`src/rtl/audio_serializer.sv`:
```
module audio_serializer #(
  parameter int SAMPLE_W = 24,
  parameter int NARROW_W = 16,
  parameter int WIDE_W   = 24
) (
  input  logic                clk,
  input  logic                rst_n,
  input  logic                bclk,
  input  logic [1:0]          cfg_align,
  input  logic [1:0]          cfg_frame,
  input  logic                cfg_wide,
  input  logic                cfg_bclk_inv,
  input  logic                cfg_ws_inv,
  input  logic                hold,
  input  logic                in_valid,
  output logic                in_ready,
  input  logic [SAMPLE_W-1:0] in_left,
  input  logic [SAMPLE_W-1:0] in_right,
  output logic                sd_o,
  output logic                ws_o,
  output logic                underrun_o
);
  localparam int IDX_W = $clog2(SAMPLE_W);

  logic                bclk_q, launch, last, frame_start;
  logic [1:0]          align_q, frame_q;
  logic                wide_q, binv_q, winv_q;
  logic [6:0]          slot, flen, half, pos, idx, wsel, bit_ix;
  logic [SAMPLE_W-1:0] cur_l, cur_r, prev_r, word;
  logic                dly, wrapped, rside, bit_v;

  assign launch = binv_q ? (bclk & ~bclk_q) : (~bclk & bclk_q);
  assign flen = (frame_q == 2'd2) ? 7'd48 : (frame_q == 2'd3) ? 7'd64 : 7'd32;
  assign half = flen >> 1;
  assign last = (slot == flen - 7'd1);
  assign frame_start = launch & last;
  assign in_ready = frame_start & ~hold;

  always_ff @(posedge clk) begin
    if (!rst_n) begin
      bclk_q     <= 1'b0;
      slot       <= '0;
      align_q    <= 2'd0;
      frame_q    <= 2'd0;
      wide_q     <= 1'b0;
      binv_q     <= 1'b0;
      winv_q     <= 1'b0;
      cur_l      <= '0;
      cur_r      <= '0;
      prev_r     <= '0;
      underrun_o <= 1'b0;
    end else begin
      bclk_q <= bclk;
      if (launch) slot <= last ? 7'd0 : slot + 7'd1;
      if (frame_start) begin
        align_q <= cfg_align;
        frame_q <= cfg_frame;
        wide_q  <= cfg_wide;
        binv_q  <= cfg_bclk_inv;
        winv_q  <= cfg_ws_inv;
        prev_r  <= cur_r;
        if (hold || !in_valid) begin
          cur_l <= '0;
          cur_r <= '0;
        end else begin
          cur_l <= in_left;
          cur_r <= in_right;
        end
        if (!hold && !in_valid) underrun_o <= 1'b1;
      end
    end
  end

  assign dly     = (align_q == 2'd1);
  assign wrapped = dly & (slot == 7'd0);
  assign pos     = wrapped ? flen - 7'd1 : slot - {6'd0, dly};
  assign rside   = (pos >= half);
  assign idx     = rside ? pos - half : pos;
  assign word    = rside ? (wrapped ? prev_r : cur_r) : cur_l;
  assign wsel    = wide_q ? 7'(WIDE_W) : 7'(NARROW_W);

  always_comb begin
    bit_v  = 1'b0;
    bit_ix = '0;
    if (align_q == 2'd2) begin
      if (idx + wsel >= half) begin
        bit_ix = half - 7'd1 - idx;
        bit_v  = word[bit_ix[IDX_W-1:0]];
      end
    end else if (idx < wsel) begin
      bit_ix = wsel - 7'd1 - idx;
      bit_v  = word[bit_ix[IDX_W-1:0]];
    end
  end

  assign sd_o = ~hold & bit_v;
  assign ws_o = (slot >= half) ^ winv_q;
endmodule


```
`config.mk`:
```
export PLATFORM = sky130hd
export DESIGN_NAME = audio_serializer
export DESIGN_NICKNAME = d
export VERILOG_FILES = /design/src/rtl/audio_serializer.sv
export SDC_FILE = /design/constraint.sdc
export NUM_CORES = 1
export LEC_CHECK = 0
export ABC_AREA = 1
export ABC_CLOCK_PERIOD_IN_PS = 4500
export BUFFER_PORTS_ARGS = -buffer_cell sky130_fd_sc_hd__buf_4
export CAP_MARGIN = 20
export CORE_ASPECT_RATIO = 0.8
export CORE_MARGIN = 2
export CORE_UTILIZATION = 35
export CTS_CLUSTER_DIAMETER = 120
export DETAILED_ROUTE_END_ITERATION = 16
export PLACE_DENSITY = 0.62
export SLEW_MARGIN = 20
export SYNTH_ARGS = -nofsm -noshare
export SYNTH_HDL_FRONTEND = slang
export SYNTH_SLANG_ARGS = --single-unit
```
`constraint.sdc`:
```
create_clock -name clk -period 4.5 [get_ports clk]
set_input_delay 0.675 -clock clk [delete_from_list [all_inputs] [get_ports clk]]
set_output_delay 0.675 -clock clk [all_outputs]
set_load 0.02 [all_outputs]
```
==> flow_summary.json, run 1 <==
{
  "cts_num_sinks": 76,
  "antenna_left": 0,
  "rows": 35,
  "vias": 4175,
  "path_clk_slew_ps": 60,
  "clockRootBuffer": "clkbuf_16",
  "slowest_stage": "dfxtp_2",
  "syn-cell-area_um2": 4250,
  "post-route-period-util": 1.05,
  "period_minus_slack_ps": 4730,
  "core_area_um2": 11700,
  "drive_gt1_frac": 0.242,
  "placedCellCount": 820,
  "min_path_type": "reg2reg",
  "tightest_slew_ps": 883,
  "endpoint_kind": "output pin",
  "timing.final.ws_setup_ps": -233,
  "grtUsageTotal": 0.184,
  "syn_inst": 621,
  "viasPerCell": 4.86,
  "cts.htree.levels": 3,
  "dp_hpwl_um": 8160,
  "routed_wl_um": 11700,
  "synth_compound_area_frac": 0.144,
  "timing.fmax_mhz": 211,
  "synth_xor_area_frac": 0.0182,
  "die_x_um": 127,
  "timing.hold.ws_ps": 470,
  "antenna_found_initial": 0,
  "setup_viol": 1,
  "setup_tns_ps": -233,
  "first_pass_iters": 4,
  "final_util": 0.474,
  "powerDensity_nw_per_um2": 287,
  "crit_top_cell": "buf_4",
  "p_total_uw": 1590,
  "final_cell_mix": "inv_1, nand2_1, buf_4, dfxtp_1, nand3_1",
  "crit_required_ps": 3830,
  "synth_adder_area_share": 0.0547,
  "die_h_um": 103,
  "rsz0062_at_grt": "yes",
  "gp_congestion": 0.919,
  "layout_commonest_cell": "inv_1",
  "diodes": 0,
  "area_delta_synth_final_pct": 30.3,
  "fin_cells": 859,
  "cts_tree": "done",
  "synthSimpleGateAreaFrac": 0.263,
  "syn_area_per_cell_um2": 6.85,
  "cpLargestDelayFamily": "buffers and inverters",
  "ys_ff_latch": 76,
  "violations": "setup timing",
  "overflow": 0,
  "peakVddDrop_mv": 0.174,
  "max_stage_delay_ps": 340,
  "synth_top_family_by_area": "simple AND/OR/NAND/NOR gates",
  "relSlewSlack": 0.410,
  "p_leak_uw": 0.00258,
  "clk_path_buf_depth": 2,
  "drc": 0,
  "holdBufCountCts": 0,
  "grt_pass1_vias": 4031,
  "first_iter_violations": 294,
  "crit_type": "reg2out",
  "routedWlPerCell_um": 13.6,
  "port_buffers": 63,
  "cap_violations": 0,
  "clk_latency_ps": 340,
  "grt_max_degree": 57,
  "start_util": 0.364,
  "critPathBufInv": 15,
  "nFillCells": 1151,
  "yosys_warnings": 0,
  "status": "finished, violations left",
  "syn_nets": 699,
  "cts_inserted_buffers": 9,
  "arrival_ps": 4060,
  "yosysSeqAreaShare": 0.358,
  "crit_path_start_kind": "flop",
  "ioPinCount": 64,
  "die_area_um2": 13100,
  "fin_nets": 784,
  "yosys-mux-area-fraction": 0,
  "hold_viol": 0,
  "crit_fanout": 3,
  "ys_types": 38,
  "final.setup_skew_ps": 5.78,
  "grt_first_pass_wirelength_um": 19100,
  "drv_slew": 0
}
-- final timing paths --
kind / from / cells past startpoint / slack, ps / endpoint
min: underrun_o$_SDFFE_PN0P_ / 1 / 470 / underrun_o$_SDFFE_PN0P_
max: align_q[0]$_SDFFE_PN0P_ / 35 / -230 / sd_o
min reg2reg: underrun_o$_SDFFE_PN0P_ / 1 / 470 / underrun_o$_SDFFE_PN0P_
max reg2reg: slot[0]$_SDFFE_PN0P_ / 9 / 1600 / cur_l[4]$_SDFFE_PN0P_
-- power by group --
group / switching [uW] / total (uW) / internal [uW]
Combinational: 56.8 / 109 / 52.6
Sequential: 1.00 / 675 / 674
Clock: 300 / 806 / 506
-- sequential cells by signal (all words and copies together) (netlist names) --
register / count
underrun_o: 1
cur_l: 24
cur_r: 24
align_q: 2
slot: 7
wide_q: 1
prev_r: 12
frame_q: 2
winv_q: 1
binv_q: 1
bclk_q: 1
-- synth_stat cells --
cell	n	area (um2)
a2111oi_2	1	15.0
a211oi_1	1	7.51
a21oi_1	14	70.1
a21oi_2	1	8.76
buf_1	3	11.3
buf_2	10	50.1
buf_4	2	15.0
buf_6	2	22.5
clkbuf_1	11	41.3
dfxtp_1	76	1520
fa_1	1	20.0
ha_1	17	213
inv_1	139	522
inv_2	5	18.8
inv_4	1	6.26
nand2_1	107	402
nand2_2	3	18.8
nand2_4	3	33.8
nand3_1	65	325
nand3_4	2	35.0
nand3b_1	1	7.51
nand4_1	8	50.1
nand4_4	1	21.3
nor2_1	39	146
nor2_2	3	18.8
nor2_4	2	22.5
nor3_1	5	25.0
nor3b_1	1	7.51
o211ai_1	1	7.51
o21a_1	2	15.0
o21ai_0	34	170
o21ai_1	2	10.0
o21ai_2	1	8.76
o22ai_1	48	300
or2_2	1	6.26
xnor2_1	3	26.3
xor2_1	4	35.0
xor2_2	1	16.3
-- metal layers --
| metal | part of all wire | track usage |
|---|---|---|
| met1 | 0.48 | 0.246 |
| met3 | 0.055 | 0.0441 |
| met2 | 0.45 | 0.294 |
| met4 | 0.015 | 0.0609 |
| met5 | 0 | 0 |
-- worst reg2reg max path: stages (launching register included) --
cell	delay, ps
dfxtp_1	340
buf_4	120
ha_1	150
nand2_1	80
a2111oi_2	290
nand3_1	690
inv_2	460
nand4_1	140
buf_4	300
o21ai_0	250
-- cell families (layout without fill, tap and decap cells) --
group                      count (synthesis)  in the layout
buffers and inverters                    173            263
AOI/OAI and AO/OA                        105            105
adders and majority gates                 18             18
and+or+nand+nor                          241            241
DFF                                       76             76
xor gates and xnor gates                   8              8
-- stage by stage --
step	instance area (um2)	setup slack [ps]
global placement	4930	7.77
global route	5540	-475
finish	5540	-233
detailed placement	4930	-133
CTS	5460	-253
floorplan	4290	11.4
-- cell type report --
type / instances / area, um2 / area share
Timing Repair Buffer: 102 / 773 / 0.140
Inverter: 145 / 547 / 0.0987
Clock inverter: 6 / 93.8 / 0.0169
Multi-Input combinational cell: 372 / 2180 / 0.393
Tap cell: 148 / 185 / 0.0334
Sequential cell: 76 / 1530 / 0.275
Clock buffer: 10 / 239 / 0.0431
-- timing repair --
item | CTS | global route
resized for setup | 11 | 18
pin swaps | 17 | 12
cloned | 0 | 0
setup endpoints to repair | 1 | 1
buffers inserted | 21 | 2
Power figures use the tool's default switching activity.
==> run 2, diff against run 1 <==
--- a/config.mk
+++ b/config.mk
@@ -12,6 +12,7 @@
 export CORE_ASPECT_RATIO = 0.8
 export CORE_MARGIN = 2
 export CORE_UTILIZATION = 35
+export CTS_BUF_LIST = sky130_fd_sc_hd__clkbuf_16
 export CTS_CLUSTER_DIAMETER = 120
 export DETAILED_ROUTE_END_ITERATION = 16
 export PLACE_DENSITY = 0.62
==> flow_summary.json, run 2 (same netlist as run 1, synthesis figures left out) <==
{
  "rsz0062_at_grt": "yes",
  "timing.final.ws_setup_ps": -232,
  "first_iter_violations": 280,
  "diodes": 0,
  "crit_top_cell": "buf_4",
  "peakVddDrop_mv": 0.175,
  "hold_viol": 0,
  "arrival_ps": 4060,
  "viasPerCell": 4.85,
  "p_clk_frac": 0.501,
  "cpLargestDelayFamily": "buffers and inverters",
  "die_h_um": 103,
  "ff2ff_setup_slack_ps": 1590,
  "violations": "setup timing",
  "p_total_uw": 1570,
  "cts_tree": "done",
  "routedWlPerCell_um": 13.7,
  "hold_start": "underrun_o$_SDFFE_PN0P_",
  "internal_power_uw": 1220,
  "rr_startpoint": "slot[0]$_SDFFE_PN0P_",
  "crit_path_start_kind": "flop",
  "reg2reg_depth": 9,
  "p_leak_uw": 0.00257,
  "switching_share": 0.227,
  "cts_inserted_buffers": 9,
  "final_cell_mix": "inv_1, nand2_1, buf_4, dfxtp_1, nand3_1",
  "grt_first_pass_wirelength_um": 19100,
  "cts_num_sinks": 76,
  "core_area_um2": 11700,
  "port_buffers": 63,
  "cap_violations": 0,
  "antenna_left": 0,
  "start_util": 0.364,
  "die_area_um2": 13100,
  "slowest_stage": "dfxtp_2",
  "holdBufCountCts": 0,
  "endpoint_kind": "output pin",
  "drv_slew": 0,
  "status": "finished, violations left",
  "tightest_slew_ps": 905,
  "fin_nets": 784,
  "area_delta_synth_final_pct": 30.1,
  "rows": 35,
  "setup_viol": 1,
  "crit_type": "reg2out",
  "grt_max_degree": 57,
  "whs_path_depth": 1,
  "critPathBufInv": 15,
  "clk_latency_ps": 340,
  "antenna_found_initial": 0,
  "clockRootBuffer": "clkbuf_16",
  "max_stage_delay_ps": 340,
  "routed_wl_um": 11700,
  "overflow": 0,
  "drc": 0,
  "drive_gt1_frac": 0.241,
  "grt_pass1_vias": 4026,
  "final.setup_skew_ps": 6.50,
  "timing.fmax_mhz": 211,
  "crit_fanout": 3,
  "gp_congestion": 0.919,
  "r2r-end": "cur_l[4]$_SDFFE_PN0P_",
  "p_sw_uw": 358,
  "timing.hold.ws_ps": 469,
  "first_pass_iters": 5,
  "relSlewSlack": 0.395,
  "powerDensity_nw_per_um2": 284,
  "dp_hpwl_um": 8160,
  "reg_top3": "cur_l (24), cur_r (24), prev_r (12)",
  "path_clk_slew_ps": 60,
  "period_minus_slack_ps": 4730,
  "vias": 4169,
  "grtUsageTotal": 0.183,
  "post-route-period-util": 1.05,
  "cts.htree.levels": 3,
  "min_path_type": "reg2reg",
  "layout_commonest_cell": "inv_1",
  "clk_path_buf_depth": 2,
  "crit_required_ps": 3830,
  "die_x_um": 127,
  "sequentialPowerShare": 0.429,
  "hold_end": "underrun_o$_SDFFE_PN0P_",
  "p_comb_frac": 0.070,
  "ioPinCount": 64
}
run 2: cell count changes in the layout (fill, tap and decap cells not counted), sizes merged:
cell    previous run  this run
clkbuf            10         9
clkinv             1         2
run 2: worst reg2reg max path: stages (launching register included):
cell and delay, ps:
dfxtp_1 340, buf_4 120, ha_1 150, nand2_1 80
a2111oi_2 290, nand3_1 710, inv_2 460, nand4_1 130
buf_4 300, o21ai_0 240
run 2: worst max-delay path by stage:
stage                                 start  cells after the start    to  slack, ps
detailed placement  align_q[0]$_SDFFE_PN0P_                     31  sd_o       -130
CTS                 align_q[0]$_SDFFE_PN0P_                     31  sd_o       -250
finish              align_q[0]$_SDFFE_PN0P_                     35  sd_o       -230
floorplan              slot[1]$_SDFFE_PN0P_                     29  sd_o         10
global route        align_q[0]$_SDFFE_PN0P_                     28  sd_o       -470
global placement    align_q[0]$_SDFFE_PN0P_                     31  sd_o          8
run 2: through the flow:
step                instance area, um2  TNS, ps  setup slack [ps]  std cells   util
floorplan                         4290        0              11.4        621      -
global placement                  4930        0              7.77        820  0.422
detailed placement                4930     -133              -133        820  0.422
CTS                               5450     -251              -251        857  0.466
global route                      5530     -475              -475        859  0.473
finish                            5530     -232              -232        859  0.473
run 2: routing by layer:
| layer | track usage | part of all wire | vias up |
|---|---|---|---|
| li1 | - | - | 2138 |
| met1 | 0.246 | 0.48 | 1909 |
| met2 | 0.294 | 0.45 | 104 |
| met3 | 0.0441 | 0.047 | 18 |
| met4 | 0.0609 | 0.015 | 0 |
| met5 | 0 | 0 | - |
run 2: power by group through the flow:
stage | Clock, uW | Combinational [uW] | Sequential (uW)
after floorplan | 0 | 52.5 | 690
after global routing | 833 | 122 | 675
after CTS | 805 | 109 | 675
final | 788 | 110 | 675
after detailed placement | 0 | 108 | 690
after global placement | 0 | 108 | 690
run 2: area by class of cell:
type                            instances  area (um2)
Fill cell                            1152        6160
Timing Repair Buffer                  102         773
Sequential cell                        76        1530
Inverter                              145         547
Clock inverter                          7        97.6
Multi-Input combinational cell        372        2180
Tap cell                              148         185
Clock buffer                            9         225
run 2: repair_timing:
item / CTS / global route
pin swaps: 17 / 12
setup endpoints to repair: 1 / 1
gates resized for setup: 11 / 18
buffers inserted: 21 / 2
